`config.mk`:
```
export PLATFORM = sky130hd
export DESIGN_NAME = dpa_busy_arbiter
export DESIGN_NICKNAME = d
export VERILOG_FILES = /design/src/rtl/dpa_pkg.sv /design/src/rtl/dpa_port_track.sv /design/src/rtl/dpa_arbiter.sv /design/src/rtl/dpa_write_gate.sv /design/src/rtl/dpa_busy_arbiter.sv
export SDC_FILE = /design/constraint.sdc
export NUM_CORES = 1
export LEC_CHECK = 0
export BUFFER_PORTS_ARGS = -buffer_cell sky130_fd_sc_hd__clkbuf_2
export CAP_MARGIN = 20
export CORE_UTILIZATION = 48
export DETAILED_ROUTE_END_ITERATION = 8
export PLACE_DENSITY = 0.73
export SLEW_MARGIN = 0
export SYNTH_ARGS = -nofsm -noshare
export SYNTH_HDL_FRONTEND = slang
export SYNTH_SLANG_ARGS = --single-unit
export TNS_END_PERCENT = 30
```
`constraint.sdc`:
```
create_clock -name clk -period 1.5 [get_ports clk]
set_clock_uncertainty 0.05 [all_clocks]
set_input_delay 0.075 -clock clk [delete_from_list [all_inputs] [get_ports clk]]
set_output_delay 0.075 -clock clk [all_outputs]
set_load 0.05 [all_outputs]
```
`src/rtl/dpa_pkg.sv`:
```
package dpa_pkg;
  typedef enum logic {WIN_L = 1'b0, WIN_R = 1'b1} win_e;
  localparam int NPORTS = 2;
endpackage

```
`src/rtl/dpa_port_track.sv`:
```
module dpa_port_track #(
  parameter int ADDR_W = 13
) (
  input  logic              clk,
  input  logic              rst_n,
  input  logic              en,
  input  logic [ADDR_W-1:0] addr,
  output logic              stay
);
  logic              en_q, en_d;
  logic [ADDR_W-1:0] addr_q, addr_d;
  logic              addr_ce;

  assign addr_ce = en;

  always_comb begin
    en_d   = en;
    addr_d = addr_q;
    if (addr_ce) addr_d = addr;
  end

  always_ff @(posedge clk or negedge rst_n) begin
    if (!rst_n) begin
      en_q   <= 1'b0;
      addr_q <= '0;
    end else begin
      en_q   <= en_d;
      addr_q <= addr_d;
    end
  end

  assign stay = en & en_q & (addr == addr_q);
endmodule

```
`src/rtl/dpa_arbiter.sv`:
```
module dpa_arbiter
  import dpa_pkg::*;
#(
  parameter bit TIE_LEFT = 1'b1
) (
  input  logic clk,
  input  logic rst_n,
  input  logic collide,
  input  logic l_stay,
  input  logic r_stay,
  output win_e win,
  output logic coll_q
);
  localparam win_e TIE_WIN = TIE_LEFT ? WIN_L : WIN_R;

  win_e win_q;
  logic held;

  assign held = coll_q & l_stay & r_stay;

  always_comb begin
    if (held)                 win = win_q;
    else if (l_stay & !r_stay) win = WIN_L;
    else if (r_stay & !l_stay) win = WIN_R;
    else                       win = TIE_WIN;
  end

  always_ff @(posedge clk or negedge rst_n) begin
    if (!rst_n) begin
      win_q  <= WIN_L;
      coll_q <= 1'b0;
    end else begin
      win_q  <= win;
      coll_q <= collide;
    end
  end

  assert_earlier_left_R2: assert property (@(posedge clk) disable iff (!rst_n)
    (collide && l_stay && !r_stay) |-> (win == WIN_L));
  assert_earlier_right_R2: assert property (@(posedge clk) disable iff (!rst_n)
    (collide && r_stay && !l_stay) |-> (win == WIN_R));
endmodule

```
`src/rtl/dpa_write_gate.sv`:
```
module dpa_write_gate (
  input  logic slave_mode,
  input  logic en,
  input  logic we,
  input  logic lose_now,
  input  logic busy_in,
  input  logic first_coll,
  output logic we_ok
);
  logic req;
  logic block;

  assign req = en & we;

  always_comb begin
    if (slave_mode) block = busy_in | first_coll;
    else            block = lose_now;
  end

  assign we_ok = req & ~block;
endmodule

```
`src/rtl/dpa_busy_arbiter.sv`:
```
module dpa_busy_arbiter
  import dpa_pkg::*;
#(
  parameter int ADDR_W   = 13,
  parameter bit TIE_LEFT = 1'b1
) (
  input  logic              clk,
  input  logic              rst_n,
  input  logic              slave_mode,
  input  logic              l_en,
  input  logic              l_we,
  input  logic [ADDR_W-1:0] l_addr,
  input  logic              r_en,
  input  logic              r_we,
  input  logic [ADDR_W-1:0] r_addr,
  input  logic              l_busy_in,
  input  logic              r_busy_in,
  output logic              l_busy_out,
  output logic              r_busy_out,
  output logic              l_we_ok,
  output logic              r_we_ok
);
  logic [1:0] rsync_q;
  logic       rst_i_n;

  always_ff @(posedge clk or negedge rst_n) begin
    if (!rst_n) rsync_q <= 2'b00;
    else        rsync_q <= {rsync_q[0], 1'b1};
  end
  assign rst_i_n = rsync_q[1];

  logic              en_v   [NPORTS];
  logic              we_v   [NPORTS];
  logic [ADDR_W-1:0] addr_v [NPORTS];
  logic              bin_v  [NPORTS];
  logic              stay_v [NPORTS];
  logic              lose_v [NPORTS];
  logic              ok_v   [NPORTS];

  assign en_v[0] = l_en;  assign en_v[1] = r_en;
  assign we_v[0] = l_we;  assign we_v[1] = r_we;
  assign addr_v[0] = l_addr; assign addr_v[1] = r_addr;
  assign bin_v[0] = l_busy_in; assign bin_v[1] = r_busy_in;

  logic collide, coll_q, first_coll;
  win_e win;

  assign collide    = l_en & r_en & (l_addr == r_addr);
  assign first_coll = collide & ~coll_q;

  generate
    for (genvar p = 0; p < NPORTS; p++) begin : g_port
      dpa_port_track #(.ADDR_W(ADDR_W)) u_track (
        .clk  (clk),
        .rst_n(rst_i_n),
        .en   (en_v[p]),
        .addr (addr_v[p]),
        .stay (stay_v[p])
      );
      dpa_write_gate u_gate (
        .slave_mode(slave_mode),
        .en        (en_v[p]),
        .we        (we_v[p]),
        .lose_now  (lose_v[p]),
        .busy_in   (bin_v[p]),
        .first_coll(first_coll),
        .we_ok     (ok_v[p])
      );
    end
  endgenerate

  dpa_arbiter #(.TIE_LEFT(TIE_LEFT)) u_arb (
    .clk    (clk),
    .rst_n  (rst_i_n),
    .collide(collide),
    .l_stay (stay_v[0]),
    .r_stay (stay_v[1]),
    .win    (win),
    .coll_q (coll_q)
  );

  assign lose_v[0] = collide & (win == WIN_R);
  assign lose_v[1] = collide & (win == WIN_L);

  logic busy_l_q, busy_r_q, busy_l_d, busy_r_d, busy_ce;

  assign busy_ce = 1'b1;

  always_comb begin
    busy_l_d = busy_l_q;
    busy_r_d = busy_r_q;
    if (busy_ce) begin
      busy_l_d = ~slave_mode & lose_v[0];
      busy_r_d = ~slave_mode & lose_v[1];
    end
  end

  always_ff @(posedge clk or negedge rst_i_n) begin
    if (!rst_i_n) begin
      busy_l_q <= 1'b0;
      busy_r_q <= 1'b0;
    end else begin
      busy_l_q <= busy_l_d;
      busy_r_q <= busy_r_d;
    end
  end

  assign l_busy_out = busy_l_q;
  assign r_busy_out = busy_r_q;
  assign l_we_ok    = ok_v[0];
  assign r_we_ok    = ok_v[1];

  assert_one_loser_R3: assert property (@(posedge clk) disable iff (!rst_i_n)
    (collide && !slave_mode) |-> ($countones({lose_v[0], lose_v[1]}) == 1));
  assert_busy_clears_R5: assert property (@(posedge clk) disable iff (!rst_i_n)
    !collide |=> (!l_busy_out && !r_busy_out));
  assert_loser_blocked_R6: assert property (@(posedge clk) disable iff (!rst_i_n)
    (!slave_mode && collide) |-> !(l_we_ok && r_we_ok));
  assert_slave_quiet_R7: assert property (@(posedge clk) disable iff (!rst_i_n)
    slave_mode |=> (!l_busy_out && !r_busy_out));
  assert_slave_first_R8: assert property (@(posedge clk) disable iff (!rst_i_n)
    (slave_mode && collide && !coll_q) |-> (!l_we_ok && !r_we_ok));
endmodule

```
==> summary.txt <==
CTS Buf Count: 5
DP Wirelength: 2980 µm
Critical path peak fanout: 3
Gr usage total: 24.0%
Slew HR: 66.4%
Synth area leaders: dfrtp_1 50%, xnor2_1 18%, mux2_2 17%
Max stage delay on crit path: 410 ps
Sequential Power Share: 52.5%
Initial antenna violation count: 0
Width of the die: 61.4 µm
Syn nets: 167
Layout cells sized above 1: 51.4%
Syn_area_per_cell: 12.8 µm²
Crit path required time: 1370 ps
Final max-slew violation count: 0
Startpoint Class: flop
Routability cong.: 0.766
Core area: 3360 µm²
Yosys Warn Count: 0
CP Data Arrival Time: 2090 ps
Critical-path top delay cell: dfrtp_1
Clk sinks: 34
Post-synth design cell area: 1690 µm²
Cells along the critical path: xnor2_1 > nand4_1 > nor4_4 > nor4_4 > buf_4 > a211oi_4 > buf_8
Vias in the first global route: 1368
Die H: 61.4 µm
VDD IR max: 637 µV
Yosys top cell area share: 50.3%
Synth unique cells: 22
Die area: 3770 µm²
Cells after DPL: 242
Cell count after synthesis: 132
Comb pwr share: 22.4%
Largest net degree at the start of global routing: 23
Setup violations, final: 5
Worst Slack Setup Final: -718 ps
Clock network fraction of total power: 25.1%
Fin crit share: 148%
Worst skew pair latency: 340 ps
Hold WS: 24.4 ps
Setup TNS: -1860 ps
Critical path buffers and inverters: 2
Cell Count, Final, Fillers Out: 256
Pre-antenna DRT Iters: 2
Post-layout util: 69.8%
Leak: 1.04 nW
CTS H-tree depth: 2
Number of register bits inferred by synthesis: 34
Internal: 1.46 mW
CP delay by family, top: simple AND/OR/NAND/NOR gates
Vias: 1262
Commonest non-fill, non-tap cells in the layout: 36 x clkbuf_2, 34 x xnor2_1, 34 x dfrtp_1
DR WL/cell: 14.7 µm
DRT Wirelength: 3760 µm
Total Power: 2.00 mW
Reg clk slew, reported paths: 100 ps
DRC violations left: 0
Final nets: 246
CTS tree: built
Violated checks: setup timing
Post-synthesis sequential area ratio: 50.3%
Switching pwr: 0.537 mW
Slew @ Worst Pin: 504 ps
Hold Path Class: input pin to flop
Most common cell after layout, fill and taps aside: clkbuf_2
Via/cell ratio: 4.93
CTS Root Cell: clkbuf_4
Yosys top cell by area: dfrtp_1
Global-route wire length before repair: 6170 µm
# IOs: 39
Clock period minus worst slack: 2220 ps
1st-iter DRT viols: 41
Initial Utilization: 50.3%
PortBufs: 38
P per Cell Area: 852 nW/µm²
Gr ovfl total: 0
Run status: finished, violations left
RSZ-0062 raised after global routing: yes
Max-capacitance violation count: 0
Row cnt: 21
Sw frac: 26.8%
Area growth from synthesis to layout: 38.7%
CP Capture Type: output port
Max Clk Rate: 0.451 GHz
CTS max path bufs: 2
Most common cell on crit path: nor4_4
Antenna Nets Post-Route: 0
Critical path class: flop to output port
Final hold vios: 0
ANT cells: 0
[cell type report]
type | count | area, µm²
flip-flops and latches | 34 | 851
repair buffers | 76 | 518
well taps | 46 | 57.6
fillers | 272 | 1020
multi-input cells | 93 | 865
clock buffers | 6 | 51.3
inverters | 1 | 3.75
[power groups by stage]
stage | clock [mW] | combinational (mW) | sequential (mW)
after global placement | 0 | 0.404 | 1.06
after CTS | 0.510 | 0.444 | 1.05
after detailed placement | 0 | 0.423 | 1.07
after floorplan | 0 | 0.236 | 1.06
after global routing | 0.561 | 0.489 | 1.06
final | 0.501 | 0.449 | 1.05
[path summary, 6_finish.rpt]
| kind | endpoint | depth (start not counted) | slack [ps] | from |
|---|---|---|---|---|
| setup / recovery | l_we_ok | 7 | -720 | g_port[0].u_track.addr_q[7] |
| hold / removal | g_port[0].u_track.addr_q[3] | 2 | 20 | l_en |
| setup reg to reg | l_busy_out | 7 | -250 | g_port[1].u_track.addr_q[12] |
| hold reg to reg | g_port[1].u_track.addr_q[3] | 0 | 160 | rsync_q[1] |
| max in group asynchronous | g_port[0].u_track.addr_q[0] | 1 | 740 | rsync_q[1] |
| min in group asynchronous | g_port[1].u_track.addr_q[3] | 0 | 160 | rsync_q[1] |
[registers in the layout, summed over array words and instances (netlist names)]
register and flops:
g_port.u_track.en_q 2, r_busy_out 1, g_port.u_track.addr_q 26, rsync_q 2, u_arb.coll_q 1, u_arb.win_q 1, l_busy_out 1
[per-stage QoR]
| step | worst slack (ps) | area, µm² |
|---|---|---|
| 2_1_floorplan | -299 | 1710 |
| 3_3_place_gp | -422 | 2180 |
| 3_5_place_dp | -461 | 2180 |
| 4_1_cts | -739 | 2320 |
| 5_1_grt | -810 | 2350 |
| 6_report | -718 | 2350 |
[what timing repair did]
item / 4_1_cts / 5_1_grt
pin swaps: 2 / 5
hold buffers: 7 / 0
hold endpoints to repair: 7 / 0
buffers inserted: 0 / 1
endpoints found under the setup margin: 5 / 5
gates resized for setup: 4 / 4
[cells by family after synthesis]
kind of cell              share of synthesized area, %
AOI/OAI and AO/OA                                 2.00
xor gates and xnor gates                          20.2
buffers and inverters                             1.11
DFF                                               50.3
muxes                                             17.3
other                                            0.222
and+or+nand+nor                                   8.88
[cell usage after synthesis]
cell type and instances:
a211oi_1 1, and2_1 1, buf_1 1, clkbuf_1 3, conb_1 1, dfrtp_1 34
inv_1 1, mux2_2 26, nand2_1 3, nand2b_1 1, nand3_1 1, nand4_1 10
nor2_1 2, nor4_1 2, nor4_4 1, o2111a_1 1, o21ai_1 1, o2bb2a_1 1
or2_0 1, or4_4 1, xnor2_1 35, xor2_1 4
[per-layer routing]
metal / up-vias / GRT usage, % / share of wire [%]
met1: 600 / 26.8 / 40
li1: 617 / - / -
met5: - / 0 / 0
met3: 11 / 8.19 / 5.3
met2: 34 / 41.3 / 52
met4: 0 / 11.4 / 2.4
[worst register-to-register path, delay by kind of cell (launching register included)]
kind,cells,cell delay [ps]
xor+xnor,1,150
buf+inv,2,280
flops,1,400
simple gates,4,820
Power figures use the tool's default switching activity.
